==> config.mk <==
export PLATFORM = sky130hd
export DESIGN_NAME = dmaq_ctrl
export DESIGN_NICKNAME = d
export VERILOG_FILES = /design/src/rtl/dmaq_pkg.sv /design/src/rtl/dmaq_rx_ctl.sv /design/src/rtl/dmaq_txq_ctl.sv /design/src/rtl/dmaq_regif.sv /design/src/rtl/dmaq_ctrl.sv
export SDC_FILE = /design/constraint.sdc
export NUM_CORES = 1
export LEC_CHECK = 0
export ABC_AREA = 1
export BUFFER_PORTS_ARGS = -buffer_cell sky130_fd_sc_hd__buf_2
export CORE_MARGIN = 2
export CORE_UTILIZATION = 27
export DETAILED_ROUTE_END_ITERATION = 7
export PLACE_DENSITY = 0.47
export RECOVER_POWER = 100
export SYNTH_ARGS = -nofsm -noshare
export SYNTH_HDL_FRONTEND = slang
export SYNTH_HIERARCHICAL = 1
export SYNTH_SLANG_ARGS = --single-unit
==> constraint.sdc <==
create_clock -name clk_i -period 2.7 [get_ports clk_i]
set_clock_uncertainty 0.05 [all_clocks]
set_input_delay 0.54 -clock clk_i [delete_from_list [all_inputs] [get_ports clk_i]]
set_output_delay 0.54 -clock clk_i [all_outputs]
set_load 0.01 [all_outputs]
==> src/rtl/dmaq_pkg.sv <==
package dmaq_pkg;

    localparam int ADDR_W = 5;
    typedef logic [ADDR_W-1:0] reg_addr_t;

    // register offsets
    localparam reg_addr_t RA_RX_CTL     = 5'h00;
    localparam reg_addr_t RA_RX_PTR     = 5'h01;
    localparam reg_addr_t RA_TX_START   = 5'h02;
    localparam reg_addr_t RA_TX_STOP    = 5'h03;
    localparam reg_addr_t RA_TX_STAT    = 5'h04;
    localparam reg_addr_t RA_FLUSH      = 5'h05;
    localparam reg_addr_t RA_ERR        = 5'h06;
    localparam reg_addr_t RA_STALL      = 5'h07;
    localparam reg_addr_t RA_TXPTR_BASE = 5'h08;
    localparam reg_addr_t RA_PEND_BASE  = 5'h10;

    localparam int ERR_RX_BIT = 0;
    localparam int ERR_TX_BIT = 1;

    typedef enum logic [1:0] {
        RX_IDLE     = 2'd0,
        RX_RUN      = 2'd1,
        RX_STOPPING = 2'd2
    } rx_state_e;

    // per-queue command strobes decoded from the register port
    typedef struct packed {
        logic start;
        logic ptr_wr;
    } q_cmd_t;

    function automatic logic hits_slot(reg_addr_t a, reg_addr_t base, int idx);
        return a == reg_addr_t'(int'(base) + idx);
    endfunction

endpackage

==> src/rtl/dmaq_rx_ctl.sv <==
module dmaq_rx_ctl
    import dmaq_pkg::*;
#(
    parameter int DATA_W   = 32,
    parameter int STOP_LAT = 6
) (
    input  logic              clk_i,
    input  logic              rst_i,
    input  logic              start_i,
    input  logic              stop_i,
    input  logic              ptr_wr_i,
    input  logic [DATA_W-1:0] wdata_i,
    output logic              en_o,
    output logic              stopping_o,
    output logic [DATA_W-1:0] ptr_o,
    output logic              ptr_rej_o
);
    localparam int LAT_W = $clog2(STOP_LAT + 1);
    localparam logic [LAT_W-1:0] LAT_LAST = LAT_W'(STOP_LAT - 1);

    rx_state_e        state_q;
    logic [LAT_W-1:0] lat_cnt_q;
    logic [DATA_W-1:0] ptr_q;

    always_ff @(posedge clk_i) begin
        if (rst_i) begin
            state_q   <= RX_IDLE;
            lat_cnt_q <= '0;
        end else begin
            unique case (state_q)
                RX_IDLE: begin
                    if (start_i && !stop_i) state_q <= RX_RUN;
                end
                RX_RUN: begin
                    if (stop_i) begin
                        state_q   <= RX_STOPPING;
                        lat_cnt_q <= '0;
                    end
                end
                RX_STOPPING: begin
                    if (lat_cnt_q == LAT_LAST) state_q <= RX_IDLE;
                    else                       lat_cnt_q <= lat_cnt_q + 1'b1;
                end
                default: state_q <= RX_IDLE;
            endcase
        end
    end

    always_ff @(posedge clk_i) begin
        if (rst_i)                              ptr_q <= '0;
        else if (ptr_wr_i && state_q == RX_IDLE) ptr_q <= wdata_i;
    end

    assign en_o       = (state_q != RX_IDLE);
    assign stopping_o = (state_q == RX_STOPPING);
    assign ptr_o      = ptr_q;
    assign ptr_rej_o  = ptr_wr_i && (state_q != RX_IDLE);

endmodule

==> src/rtl/dmaq_txq_ctl.sv <==
module dmaq_txq_ctl
    import dmaq_pkg::*;
#(
    parameter int DATA_W      = 32,
    parameter int CNT_W       = 4,
    parameter int DRAIN_LIMIT = 12
) (
    input  logic              clk_i,
    input  logic              rst_i,
    input  q_cmd_t            cmd_i,
    input  logic              dis_req_i,
    input  logic              flush_i,
    input  logic [DATA_W-1:0] wdata_i,
    input  logic              enq_i,
    input  logic              done_i,
    output logic              en_o,
    output logic [DATA_W-1:0] ptr_o,
    output logic [CNT_W-1:0]  pend_o,
    output logic              stall_o,
    output logic              ptr_rej_o
);
    localparam int STALL_W = $clog2(DRAIN_LIMIT + 1);
    localparam logic [CNT_W-1:0]   CNT_MAX  = '1;
    localparam logic [STALL_W-1:0] STALL_AT = STALL_W'(DRAIN_LIMIT);

    logic               en_q;
    logic [CNT_W-1:0]   pend_q;
    logic [STALL_W-1:0] stall_cnt_q;
    logic [DATA_W-1:0]  ptr_q;
    logic               inc, dec, draining;

    always_comb begin
        inc      = enq_i && en_q && (pend_q != CNT_MAX);
        dec      = (pend_q != '0) && (done_i || (dis_req_i && flush_i));
        draining = en_q && dis_req_i && (pend_q != '0);
    end

    always_ff @(posedge clk_i) begin
        if (rst_i) begin
            en_q        <= 1'b0;
            pend_q      <= '0;
            stall_cnt_q <= '0;
        end else begin
            if (cmd_i.start && !dis_req_i)       en_q <= 1'b1;
            else if (dis_req_i && pend_q == '0)  en_q <= 1'b0;

            pend_q <= pend_q + CNT_W'(inc) - CNT_W'(dec);

            if (!draining)                 stall_cnt_q <= '0;
            else if (stall_cnt_q != STALL_AT) stall_cnt_q <= stall_cnt_q + 1'b1;
        end
    end

    always_ff @(posedge clk_i) begin
        if (rst_i)                      ptr_q <= '0;
        else if (cmd_i.ptr_wr && !en_q) ptr_q <= wdata_i;
    end

    assign en_o      = en_q;
    assign ptr_o     = ptr_q;
    assign pend_o    = pend_q;
    assign stall_o   = (stall_cnt_q == STALL_AT);
    assign ptr_rej_o = cmd_i.ptr_wr && en_q;

endmodule

==> src/rtl/dmaq_regif.sv <==
module dmaq_regif
    import dmaq_pkg::*;
#(
    parameter int N      = 4,
    parameter int DATA_W = 32,
    parameter int CNT_W  = 4
) (
    input  logic                          clk_i,
    input  logic                          rst_i,
    input  logic                          wr_en_i,
    input  reg_addr_t                     wr_addr_i,
    input  logic [DATA_W-1:0]             wr_data_i,
    input  reg_addr_t                     rd_addr_i,
    output logic [DATA_W-1:0]             rd_data_o,
    output logic [DATA_W-1:0]             wdata_o,
    output logic                          rx_start_o,
    output logic                          rx_stop_o,
    output logic                          rx_ptr_wr_o,
    output q_cmd_t [N-1:0]                q_cmd_o,
    output logic [N-1:0]                  dis_req_o,
    output logic [N-1:0]                  flush_o,
    output logic [1:0]                    err_o,
    input  logic                          rx_rej_i,
    input  logic [N-1:0]                  tx_rej_i,
    input  logic                          rx_en_i,
    input  logic                          rx_stopping_i,
    input  logic [DATA_W-1:0]             rx_ptr_i,
    input  logic [N-1:0]                  tx_en_i,
    input  logic [N-1:0]                  tx_stall_i,
    input  logic [N-1:0][DATA_W-1:0]      tx_ptr_i,
    input  logic [N-1:0][CNT_W-1:0]       pend_i
);
    logic [N-1:0] dis_req_q, flush_q;
    logic [1:0]   err_q, err_clr, err_set;

    function automatic logic wr_hit(reg_addr_t a);
        return wr_en_i && (wr_addr_i == a);
    endfunction

    always_comb begin
        rx_start_o  = wr_hit(RA_RX_CTL) && wr_data_i[0];
        rx_stop_o   = wr_hit(RA_RX_CTL) && wr_data_i[1];
        rx_ptr_wr_o = wr_hit(RA_RX_PTR);
        for (int q = 0; q < N; q++) begin
            q_cmd_o[q].start  = wr_hit(RA_TX_START) && wr_data_i[q];
            q_cmd_o[q].ptr_wr = wr_en_i && hits_slot(wr_addr_i, RA_TXPTR_BASE, q);
        end
        err_clr = wr_hit(RA_ERR) ? wr_data_i[1:0] : 2'b00;
        err_set = '0;
        err_set[ERR_RX_BIT] = rx_rej_i;
        err_set[ERR_TX_BIT] = |tx_rej_i;
    end

    always_ff @(posedge clk_i) begin
        if (rst_i) begin
            dis_req_q <= '0;
            flush_q   <= '0;
            err_q     <= '0;
        end else begin
            if (wr_hit(RA_TX_STOP)) dis_req_q <= wr_data_i[N-1:0];
            if (wr_hit(RA_FLUSH))   flush_q   <= wr_data_i[N-1:0];
            err_q <= (err_q & ~err_clr) | err_set;
        end
    end

    always_comb begin
        rd_data_o = '0;
        unique case (rd_addr_i)
            RA_RX_CTL:  rd_data_o = DATA_W'({rx_stopping_i, rx_en_i});
            RA_RX_PTR:  rd_data_o = rx_ptr_i;
            RA_TX_STOP: rd_data_o = DATA_W'(dis_req_q);
            RA_TX_STAT: rd_data_o = DATA_W'(tx_en_i);
            RA_FLUSH:   rd_data_o = DATA_W'(flush_q);
            RA_ERR:     rd_data_o = DATA_W'(err_q);
            RA_STALL:   rd_data_o = DATA_W'(tx_stall_i);
            default:    rd_data_o = '0;
        endcase
        for (int q = 0; q < N; q++) begin
            if (hits_slot(rd_addr_i, RA_TXPTR_BASE, q)) rd_data_o = tx_ptr_i[q];
            if (hits_slot(rd_addr_i, RA_PEND_BASE, q))  rd_data_o = DATA_W'(pend_i[q]);
        end
    end

    assign wdata_o   = wr_data_i;
    assign dis_req_o = dis_req_q;
    assign flush_o   = flush_q;
    assign err_o     = err_q;

endmodule

==> src/rtl/dmaq_ctrl.sv <==
module dmaq_ctrl
    import dmaq_pkg::*;
#(
    parameter int NUM_TXQ     = 4,
    parameter int DATA_W      = 32,
    parameter int CNT_W       = 4,
    parameter int RX_STOP_LAT = 6,
    parameter int DRAIN_LIMIT = 12
) (
    input  logic               clk_i,
    input  logic               rst_i,
    input  logic               wr_en_i,
    input  logic [4:0]         wr_addr_i,
    input  logic [DATA_W-1:0]  wr_data_i,
    input  logic [4:0]         rd_addr_i,
    output logic [DATA_W-1:0]  rd_data_o,
    input  logic [NUM_TXQ-1:0] txq_enq_i,
    input  logic [NUM_TXQ-1:0] txq_done_i,
    output logic               rx_en_o,
    output logic [NUM_TXQ-1:0] txq_en_o,
    output logic [NUM_TXQ-1:0] txq_stall_o
);
    logic [DATA_W-1:0]              wdata_w;
    logic                           rx_start_w, rx_stop_w, rx_ptr_wr_w;
    logic                           rx_stopping_w, rx_rej_w;
    logic [DATA_W-1:0]              rx_ptr_w;
    q_cmd_t [NUM_TXQ-1:0]           q_cmd_w;
    logic [NUM_TXQ-1:0]             dis_req_w, flush_w, tx_rej_w;
    logic [1:0]                     err_w;
    logic [NUM_TXQ-1:0][DATA_W-1:0] tx_ptr_w;
    logic [NUM_TXQ-1:0][CNT_W-1:0]  pend_w;

    dmaq_regif #(.N(NUM_TXQ), .DATA_W(DATA_W), .CNT_W(CNT_W)) regif_i (
        .clk_i         (clk_i),
        .rst_i         (rst_i),
        .wr_en_i       (wr_en_i),
        .wr_addr_i     (wr_addr_i),
        .wr_data_i     (wr_data_i),
        .rd_addr_i     (rd_addr_i),
        .rd_data_o     (rd_data_o),
        .wdata_o       (wdata_w),
        .rx_start_o    (rx_start_w),
        .rx_stop_o     (rx_stop_w),
        .rx_ptr_wr_o   (rx_ptr_wr_w),
        .q_cmd_o       (q_cmd_w),
        .dis_req_o     (dis_req_w),
        .flush_o       (flush_w),
        .err_o         (err_w),
        .rx_rej_i      (rx_rej_w),
        .tx_rej_i      (tx_rej_w),
        .rx_en_i       (rx_en_o),
        .rx_stopping_i (rx_stopping_w),
        .rx_ptr_i      (rx_ptr_w),
        .tx_en_i       (txq_en_o),
        .tx_stall_i    (txq_stall_o),
        .tx_ptr_i      (tx_ptr_w),
        .pend_i        (pend_w)
    );

    dmaq_rx_ctl #(.DATA_W(DATA_W), .STOP_LAT(RX_STOP_LAT)) rx_i (
        .clk_i      (clk_i),
        .rst_i      (rst_i),
        .start_i    (rx_start_w),
        .stop_i     (rx_stop_w),
        .ptr_wr_i   (rx_ptr_wr_w),
        .wdata_i    (wdata_w),
        .en_o       (rx_en_o),
        .stopping_o (rx_stopping_w),
        .ptr_o      (rx_ptr_w),
        .ptr_rej_o  (rx_rej_w)
    );

    for (genvar q = 0; q < NUM_TXQ; q++) begin : g_txq
        dmaq_txq_ctl #(.DATA_W(DATA_W), .CNT_W(CNT_W), .DRAIN_LIMIT(DRAIN_LIMIT)) txq_i (
            .clk_i     (clk_i),
            .rst_i     (rst_i),
            .cmd_i     (q_cmd_w[q]),
            .dis_req_i (dis_req_w[q]),
            .flush_i   (flush_w[q]),
            .wdata_i   (wdata_w),
            .enq_i     (txq_enq_i[q]),
            .done_i    (txq_done_i[q]),
            .en_o      (txq_en_o[q]),
            .ptr_o     (tx_ptr_w[q]),
            .pend_o    (pend_w[q]),
            .stall_o   (txq_stall_o[q]),
            .ptr_rej_o (tx_rej_w[q])
        );
    end

endmodule

==> results of run 1 <==
-- routing by layer --
metal  GRT usage  wire, um  up-vias
li1            -         -     4892
met1      0.2205     16100     4571
met2      0.2720     15740      194
met3     0.01806      1328       42
met4     0.04008       582        0
met5           0         0        -
-- registers in the layout, indices dropped and copies added (netlist names) --
register,flops
regif_i/dis_req_o,4
rx_i/ptr_o,32
g_txq.txq_i/ptr_o,128
regif_i/err_o,2
g_txq.txq_i/en_o,4
g_txq.txq_i/stall_cnt_q,16
g_txq.txq_i/pend_o,16
rx_i/lat_cnt_q,3
regif_i/flush_o,4
rx_i/state_q,2
-- final cells by class --
cell class,count,share of cell area
inverter,154,0.04767
clock inverter,4,0.006739
tap,525,0.05203
sequential,211,0.3355
timing repair buffer,165,0.08276
antenna,2,0.0003964
multi-input combinational,1017,0.4169
clock buffer,40,0.05798
-- cell families after synthesis --
kind of cell,after synthesis,share of synthesized area
buffers and inverters,249,0.1326
XOR/XNOR,8,0.006412
AO/OA/AOI/OAI,241,0.1255
AND/OR/NAND/NOR,730,0.3027
adder cells (fa/ha/maj),38,0.04626
flip-flops,211,0.3865
-- final timing paths --
check	from	endpoint	slack (ns)	cells after the start
setup / recovery	g_txq[0].txq_i/stall_cnt_q[0]$_SDFFE_PP0N_	rd_data_o[0]	-0.03	13
hold / removal	wr_data_i[18]	g_txq[2].txq_i/ptr_o[18]$_SDFFE_PP0P_	0.25	3
setup reg to reg	g_txq[1].txq_i/stall_cnt_q[1]$_SDFFE_PP0N_	g_txq[1].txq_i/stall_cnt_q[0]$_SDFFE_PP0N_	-0.02	20
hold reg to reg	rx_i/ptr_o[30]$_SDFFE_PP0P_	rx_i/ptr_o[30]$_SDFFE_PP0P_	0.43	2
-- Yosys cell counts, drive strengths merged, types with 2 or more instances --
library cell and count:
dfxtp 211, nand3 71, nor2 445, buf 83, clkbuf 12, nand4 21
o21ai 170, fa 4, inv 153, a221oi 28, a21oi 34, or2 2
nor3 3, nand2 187, o21bai 4, a211oi 4, ha 34, xnor2 8
-- report_power, final --
group          internal, W  switching (W)  total [W]  leakage (nW)
Sequential         0.00326       0.000143    0.00340          1.71
Combinational     0.000452       0.000742    0.00119          3.33
Clock              0.00204        0.00136    0.00341         0.398
-- stage by stage --
step	setup TNS [ns]	setup WS [ns]	hold slack, ns	power, W	area [sq um]
final	-0.07332	-0.02777	0.2471	0.008005	12620
after global routing	-1.959	-0.1788	0.2380	0.008532	12620
after CTS	-0.1105	-0.06199	0.2184	0.008177	12670
after detailed placement	0	0.1208	0.4268	0.004698	11420
after global placement	0	0.1304	0.4150	0.004679	11420
after floorplan	0	0.5676	0.3994	0.004380	10930
-- critical path: cells and delay by family, from the launching register on --
kind | cells | cell delay, ns
buffers and inverters | 3 | 0.30
adders and majority gates | 1 | 0.16
DFF | 1 | 0.34
and+or+nand+nor | 9 | 0.79
-- what timing repair did --
action	in CTS	in global routing
pin swaps	22	22
buffers inserted	44	8
setup endpoints to repair	4	10
gates resized for setup	37	25
==> insert_results.sql, run 1 <==
INSERT INTO impl_metrics (metric_group, metric, value, unit) VALUES
('cts', 'ctsHtreeMaxLevel', '1', ''),
('layout', 'multiInputGateArea', '0.005264', 'sq mm'),
('detailed_routing', 'drt.antenna.violating_nets', '0', ''),
('worst_setup_path', 'critPathArrivalTime', '2.14', 'ns'),
('global_route', 'first_global_vias', '9517', ''),
('power_and_ir_drop', 'p_per_area', '634.1', 'mW/mm^2'),
('cts', 'clkSlewWorstSetupHoldPaths', '0.06', 'ns'),
('logic_synthesis', 'synth_top_area_cell', 'sky130_fd_sc_hd__dfxtp_1', ''),
('logic_synthesis', 'synth_area_leaders', 'sky130_fd_sc_hd__dfxtp_1 (39%), sky130_fd_sc_hd__nor2_1 (11%), sky130_fd_sc_hd__nor2_2 (6.5%)', ''),
('place', 'buffer_ports.inserted', '93', ''),
('cts', 'cts_buffers', '25', ''),
('cts', 'cts_root_buf', 'sky130_fd_sc_hd__clkbuf_16', ''),
('place', 'dp.cells', '2020', ''),
('logic_synthesis', 'ys.warnings.count', '6', ''),
('logic_synthesis', 'synth.net_count', '1568', ''),
('layout', 'final_layout_size_suffix_gt1_frac', '0.2168', ''),
('layout', 'area_growth_syn_to_layout', '15.53', '%'),
('worst_setup_path', 'endpoint_kind', 'output port', ''),
('sta', 'final.period_utilization', '1.010', ''),
('global_route', 'gr-usage-all-layers', '0.1617', ''),
('sta', 'grt_setup_unrepaired', 'yes', ''),
('layout', 'layout_commonest_cell', 'sky130_fd_sc_hd__nor2_1', ''),
('logic_synthesis', 'synth_area', '0.01093', 'sq mm'),
('detailed_routing', 'detail_route.drc_violations', '0', ''),
('cts', 'ctsHoldBuffers', '0', ''),
('logic_synthesis', 'synth-edff-count', '0', ''),
('logic_synthesis', 'post-synth-top-area-fraction', '0.3865', ''),
('global_route', 'grt_antenna_before_repair', '1', ''),
('global_route', 'grt_max_degree', '36', ''),
('place', 'finalWeightedCongestion', '0.8014', ''),
('layout', 'fin_nets', '1665', ''),
('floorplanning', 'floorplan.initialDensity', '0.2744', ''),
('cts', 'ctsLongestPathBuffers', '3', ''),
('sta', 'final.setup.worst_slack', '-0.02777', 'ns'),
('logic_synthesis', 'number_of_register_bits_inferred_by_synthesis', '211', ''),
('layout', 'layout.core_utilization', '0.3170', ''),
('cts', 'total_number_of_clock_tree_sinks', '211', ''),
('logic_synthesis', 'netlist_instances', '1477', ''),
('floorplanning', 'die_area', '0.04210', 'sq mm'),
('run_status', 'run_status', 'finished, violations left', ''),
('sta', 'final.min_clock_period', '2.728', 'ns'),
('sta', 'final-hold-violation-count', '0', ''),
('floorplanning', 'die_h', '205.2', 'um'),
('worst_setup_path', 'cpMaxStageDelayCell', 'sky130_fd_sc_hd__dfxtp_2', ''),
('worst_setup_path', 'cell_chain_of_the_critical_path', 'inv_2 > ha_4 > nand3_4 > inv_4 > nand4_1 > nand2_1 > nor2_2 > nand3_1 > nand2_1 > nand3_2 > nand2_2 > nand4_1 > buf_2', ''),
('global_route', 'grt_first_pass_wirelength', '53.45', 'mm'),
('detailed_routing', 'via_total_after_detailed_routing', '9699', ''),
('layout', 'most-common-layout-cells', 'sky130_fd_sc_hd__nor2_1 (350), sky130_fd_sc_hd__dfxtp_1 (204), sky130_fd_sc_hd__nand2_1 (182), sky130_fd_sc_hd__inv_1 (126), sky130_fd_sc_hd__o21ai_0 (96)', ''),
('sta', 'timing.max_slew.rel_slack', '0.3812', ''),
('detailed_routing', 'dr_pass1_iterations', '5', ''),
('logic_synthesis', 'synth.yosys.seq_area_share', '0.3865', ''),
('worst_setup_path', 'critical-path-max-stage-delay', '0.34', 'ns'),
('sta', 'setup_viol_count_final', '4', ''),
('global_route', 'global_route.overflow_total', '0', ''),
('worst_setup_path', 'cp.required', '2.11', 'ns'),
('worst_hold_path', 'worstHoldPathType', 'in -> reg', ''),
('cts', 'clk-insertion-delay-late', '0.54', 'ns'),
('floorplanning', 'core_area', '0.03982', 'sq mm'),
('sta', 'final_max_slew_viol_count', '0', ''),
('logic_synthesis', 'synthFlopType', 'sky130_fd_sc_hd__dfxtp_1', ''),
('power_and_ir_drop', 'power.ir.vdd_worst', '431.9', 'uV'),
('sta', 'worst_slew_pin_slew', '0.9262', 'ns'),
('detailed_routing', 'routedWlPerCell', '15.93', 'um'),
('floorplanning', 'die_width', '205.2', 'um'),
('logic_synthesis', 'async_flop_share', '0', ''),
('detailed_routing', 'drt-total-wl', '33.75', 'mm'),
('worst_setup_path', 'critPathMaxFanout', '2', ''),
('layout', 'regArea', '0.004235', 'sq mm'),
('floorplanning', 'placement_rows', '73', ''),
('place', 'detailed_place_hpwl', '21.15', 'mm'),
('run_status', 'violations', 'negative setup slack', '');
No activity file was read; power rests on OpenSTA's default activity.
==> inputs of run 2 (changes only) <==
--- a/config.mk
+++ b/config.mk
@@ -5,10 +5,10 @@
 export SDC_FILE = /design/constraint.sdc
 export NUM_CORES = 1
 export LEC_CHECK = 0
-export ABC_AREA = 1
 export BUFFER_PORTS_ARGS = -buffer_cell sky130_fd_sc_hd__buf_2
 export CORE_MARGIN = 2
 export CORE_UTILIZATION = 27
+export CTS_BUF_LIST = sky130_fd_sc_hd__clkbuf_8
 export DETAILED_ROUTE_END_ITERATION = 7
 export PLACE_DENSITY = 0.47
 export RECOVER_POWER = 100
==> insert_results.sql, run 2 <==
INSERT INTO impl_metrics (metric_group, metric, value, unit) VALUES
('run_status', 'run_status', 'finished, violations left', ''),
('run_status', 'violations', 'negative setup slack', ''),
('detailed_routing', 'dr_pass1_iterations', '5', ''),
('worst_setup_path', 'kind_of_start_point_of_the_critical_path', 'register', ''),
('worst_setup_path', 'critical-path-max-stage-delay', '0.34', 'ns'),
('logic_synthesis', 'synth_area', '0.01034', 'sq mm'),
('sta', 'setup_viol_count_final', '2', ''),
('global_route', 'grt_antenna_before_repair', '3', ''),
('logic_synthesis', 'synth_area_leaders', 'sky130_fd_sc_hd__dfxtp_1 (41%), sky130_fd_sc_hd__nand2_1 (12%), sky130_fd_sc_hd__a21oi_1 (8.1%)', ''),
('worst_setup_path', 'cpMaxStageDelayCell', 'sky130_fd_sc_hd__dfxtp_4', ''),
('logic_synthesis', 'number_of_register_bits_inferred_by_synthesis', '211', ''),
('detailed_routing', 'drt_first_iter_violations', '685', ''),
('detailed_routing', 'via_total_after_detailed_routing', '9081', ''),
('logic_synthesis', 'post-synth-top-area-fraction', '0.4084', ''),
('power_and_ir_drop', 'power.leakage', '4.456', 'nW'),
('layout', 'design_area', '0.01210', 'sq mm'),
('place', 'finalWeightedCongestion', '0.9395', ''),
('logic_synthesis', 'async_flop_share', '0', ''),
('detailed_routing', 'detail_route.drc_violations', '0', ''),
('floorplanning', 'ioPinCount', '94', ''),
('layout', 'layout_commonest_cell', 'sky130_fd_sc_hd__nand2_1', ''),
('logic_synthesis', 'synthDistinctLibCells', '60', ''),
('cts', 'ctsLongestPathBuffers', '3', ''),
('cts', 'total_number_of_clock_tree_sinks', '211', ''),
('floorplanning', 'core_area', '0.03767', 'sq mm'),
('sta', 'final.period_utilization', '1.011', ''),
('layout', 'most-common-layout-cells', 'sky130_fd_sc_hd__nand2_1 (350), sky130_fd_sc_hd__dfxtp_1 (203), sky130_fd_sc_hd__a21oi_1 (178), sky130_fd_sc_hd__buf_2 (89)', ''),
('run', 'cap_violations', '0', ''),
('sta', 'holdWs', '0.2009', 'ns'),
('power_and_ir_drop', 'power.ir.vdd_worst', '294.7', 'uV'),
('worst_setup_path', 'reg2reg_to', 'g_txq[1].txq_i/pend_o[2]$_SDFF_PP0_', ''),
('worst_setup_path', 'r2r_start', 'g_txq[1].txq_i/pend_o[2]$_SDFF_PP0_', ''),
('cts', 'ctsHtreeMaxLevel', '2', ''),
('worst_setup_path', 'crit_path_end', 'rd_data_o[1]', ''),
('worst_setup_path', 'cp.required', '2.11', 'ns'),
('detailed_routing', 'drt-total-wl', '32.80', 'mm'),
('worst_setup_path', 'worst_r2r_path_depth', '10', ''),
('logic_synthesis', 'synth_top_area_cell', 'sky130_fd_sc_hd__dfxtp_1', ''),
('detailed_routing', 'routedWlPerCell', '17.27', 'um'),
('cts', 'cts_buffers', '40', ''),
('logic_synthesis', 'synth-edff-count', '0', ''),
('worst_setup_path', 'cell_chain_of_the_critical_path', 'inv_2 > ha_4 > nand3_4 > inv_4 > and3_4 > a21oi_2 > o31ai_2 > nor4_2 > o21ai_1 > buf_2', ''),
('floorplanning', 'floorplan.initialDensity', '0.2746', ''),
('worst_hold_path', 'worstHoldPathType', 'in -> reg', ''),
('layout', 'final_layout_size_suffix_gt1_frac', '0.2069', ''),
('detailed_routing', 'route.detailed.vias_per_inst', '4.782', ''),
('logic_synthesis', 'netlist_instances', '1270', ''),
('global_route', 'first_global_vias', '8953', ''),
('global_route', 'grt_first_pass_wirelength', '51.29', 'mm'),
('sta', 'final.min_clock_period', '2.728', 'ns'),
('worst_setup_path', 'critPathLaunch', 'g_txq[1].txq_i/stall_cnt_q[0]$_SDFFE_PP0N_', ''),
('place', 'buffer_ports.inserted', '93', ''),
('worst_setup_path', 'critPathArrivalTime', '2.14', 'ns'),
('global_route', 'global_route.overflow_total', '0', ''),
('cts', 'cts_root_buf', 'sky130_fd_sc_hd__clkbuf_8', ''),
('cts', 'clkSlewWorstSetupHoldPaths', '0.06', 'ns'),
('place', 'placed_area', '0.01129', 'sq mm'),
('sta', 'final.setup.worst_slack', '-0.02849', 'ns'),
('layout', 'largest_reg_flops', '128', ''),
('place', 'detailed_place_hpwl', '21.52', 'mm'),
('sta', 'timing.fmax', '366.5', 'MHz'),
('logic_synthesis', 'synth.net_count', '1361', ''),
('detailed_routing', 'drt.antenna.violating_nets', '0', ''),
('logic_synthesis', 'synthFlopType', 'sky130_fd_sc_hd__dfxtp_1', ''),
('logic_synthesis', 'cell_with_the_most_instances_after_synthesis', 'sky130_fd_sc_hd__nand2_1', ''),
('layout', 'fin_nets', '1448', ''),
('worst_setup_path', 'path_class', 'reg -> out', ''),
('sta', 'final_max_slew_viol_count', '0', ''),
('floorplanning', 'die_width', '199.7', 'um'),
('floorplanning', 'die_area', '0.03989', 'sq mm'),
('cts', 'clk-insertion-delay-late', '0.57', 'ns'),
('sta', 'worst_slew_pin_slew', '1.310', 'ns'),
('layout', 'area_growth_syn_to_layout', '17.01', '%'),
('floorplanning', 'placement_rows', '71', ''),
('logic_synthesis', 'synthTopCellsByCount', 'sky130_fd_sc_hd__nand2_1 (335), sky130_fd_sc_hd__dfxtp_1 (211), sky130_fd_sc_hd__a21oi_1 (167)', ''),
('global_route', 'gr-usage-all-layers', '0.1657', ''),
('worst_setup_path', 'reg2reg_slack', '0.27', 'ns'),
('worst_setup_path', 'critPathMaxFanout', '2', ''),
('logic_synthesis', 'average_cell_area_after_synthesis', '8.145', 'sq um'),
('place', 'pre_cts_slack', '0.02788', 'ns'),
('cts', 'cts_tree', 'done', ''),
('floorplanning', 'die_h', '199.7', 'um'),
('sta', 'grt_setup_unrepaired', 'yes', ''),
('logic_synthesis', 'synth.yosys.seq_area_share', '0.4084', ''),
('power_and_ir_drop', 'p_per_area', '641.2', 'mW/mm^2'),
('worst_setup_path', 'endpoint_kind', 'output port', ''),
('global_route', 'grt_max_degree', '56', ''),
('worst_hold_path', 'hold-path-cell-count', '3', ''),
('sta', 'final-hold-violation-count', '0', ''),
('logic_synthesis', 'ys.warnings.count', '6', ''),
('sta', 'timing.max_slew.rel_slack', '0.1270', '');
-- run 2: cell count changes after synthesis, moves of 30 or more --
cell | before | now
sky130_fd_sc_hd__nor2_2 | 113 | 1
sky130_fd_sc_hd__nor2_1 | 319 | 51
sky130_fd_sc_hd__a21oi_2 | 0 | 30
sky130_fd_sc_hd__o21ai_1 | 106 | 4
sky130_fd_sc_hd__o21ai_0 | 64 | 9
sky130_fd_sc_hd__nand2_1 | 184 | 335
sky130_fd_sc_hd__a22oi_1 | 0 | 32
sky130_fd_sc_hd__nand3_1 | 68 | 22
sky130_fd_sc_hd__a21oi_1 | 34 | 167
sky130_fd_sc_hd__inv_1 | 139 | 39
-- run 2: kinds of logic after synthesis --
kind of cell | Yosys count | share of synthesized area
simple gates | 532 | 0.2327
xor+xnor | 12 | 0.01016
flops | 211 | 0.4084
mux | 15 | 0.01488
buf+inv | 150 | 0.08866
fa+ha+maj | 38 | 0.04887
compound gates | 312 | 0.1963
-- run 2: layer usage --
layer,global-route usage,part of all wire,up-vias
li1,-,-,4495
met1,0.2118,0.46,4326
met2,0.2764,0.47,200
met3,0.03142,0.047,56
met4,0.06392,0.029,4
met5,0,0.00070,-
-- run 2: area by class of cell --
type	count	area, sq um
Sequential cell	211	4242
Clock buffer	50	688.2
Fill cell	4095	25560
Timing Repair Buffer	155	1025
Tap cell	511	639.4
Clock inverter	22	133.9
Multi-Input combinational cell	909	5220
Antenna cell	1	2.502
Inverter	40	152.6
-- run 2: worst max-delay path: cells and delay by family (launching register included) --
family	cells	cell delay, ns
fa+ha+maj	1	0.13
simple gates	3	0.33
compound gates	3	0.47
buf+inv	3	0.30
flops	1	0.34
-- run 2: how the worst min path moves through the flow --
stage                                     startpoint                               endpoint  slack [ns]
2_1_floorplan   g_txq[1].txq_i/ptr_o[0]$_SDFFE_PP0P_   g_txq[1].txq_i/ptr_o[0]$_SDFFE_PP0P_        0.38
3_3_place_gp   g_txq[3].txq_i/ptr_o[17]$_SDFFE_PP0P_  g_txq[3].txq_i/ptr_o[17]$_SDFFE_PP0P_        0.39
3_5_place_dp   g_txq[0].txq_i/ptr_o[13]$_SDFFE_PP0P_  g_txq[0].txq_i/ptr_o[13]$_SDFFE_PP0P_        0.40
4_1_cts                                wr_data_i[11]  g_txq[2].txq_i/ptr_o[11]$_SDFFE_PP0P_        0.16
5_1_grt                                wr_data_i[12]  g_txq[2].txq_i/ptr_o[12]$_SDFFE_PP0P_        0.18
6_report                                wr_data_i[6]   g_txq[0].txq_i/ptr_o[6]$_SDFFE_PP0P_        0.20
-- run 2: report_power, final --
part | total, W | internal [W] | switching (W) | leakage, nW
clock network | 0.00319 | 0.00177 | 0.00142 | 0.478
registers | 0.00339 | 0.00325 | 0.000147 | 1.71
logic | 0.00118 | 0.000523 | 0.000653 | 2.27
total | 0.00776 | 0.00554 | 0.00222 | 4.46
-- run 2: stage by stage --
step | util | cells | TNS [ns] | power [W]
after floorplan | - | 1270 | 0 | 0.004323
after global placement | 0.2996 | 1818 | 0 | 0.004633
after detailed placement | 0.2996 | 1818 | 0 | 0.004648
after CTS | 0.3245 | 1896 | -0.2336 | 0.007901
after global routing | 0.3213 | 1898 | -0.3304 | 0.008226
final | 0.3213 | 1899 | -0.03369 | 0.007761
-- run 2: what timing repair did --
| action | 4_1_cts | 5_1_grt |
|---|---|---|
| buffers inserted | 6 | 2 |
| hold buffers | 0 | 0 |
| pin swaps | 7 | 8 |
| gates resized for setup | 26 | 19 |
| endpoints found under the setup margin | 4 | 16 |
| gates cloned | 0 | 0 |
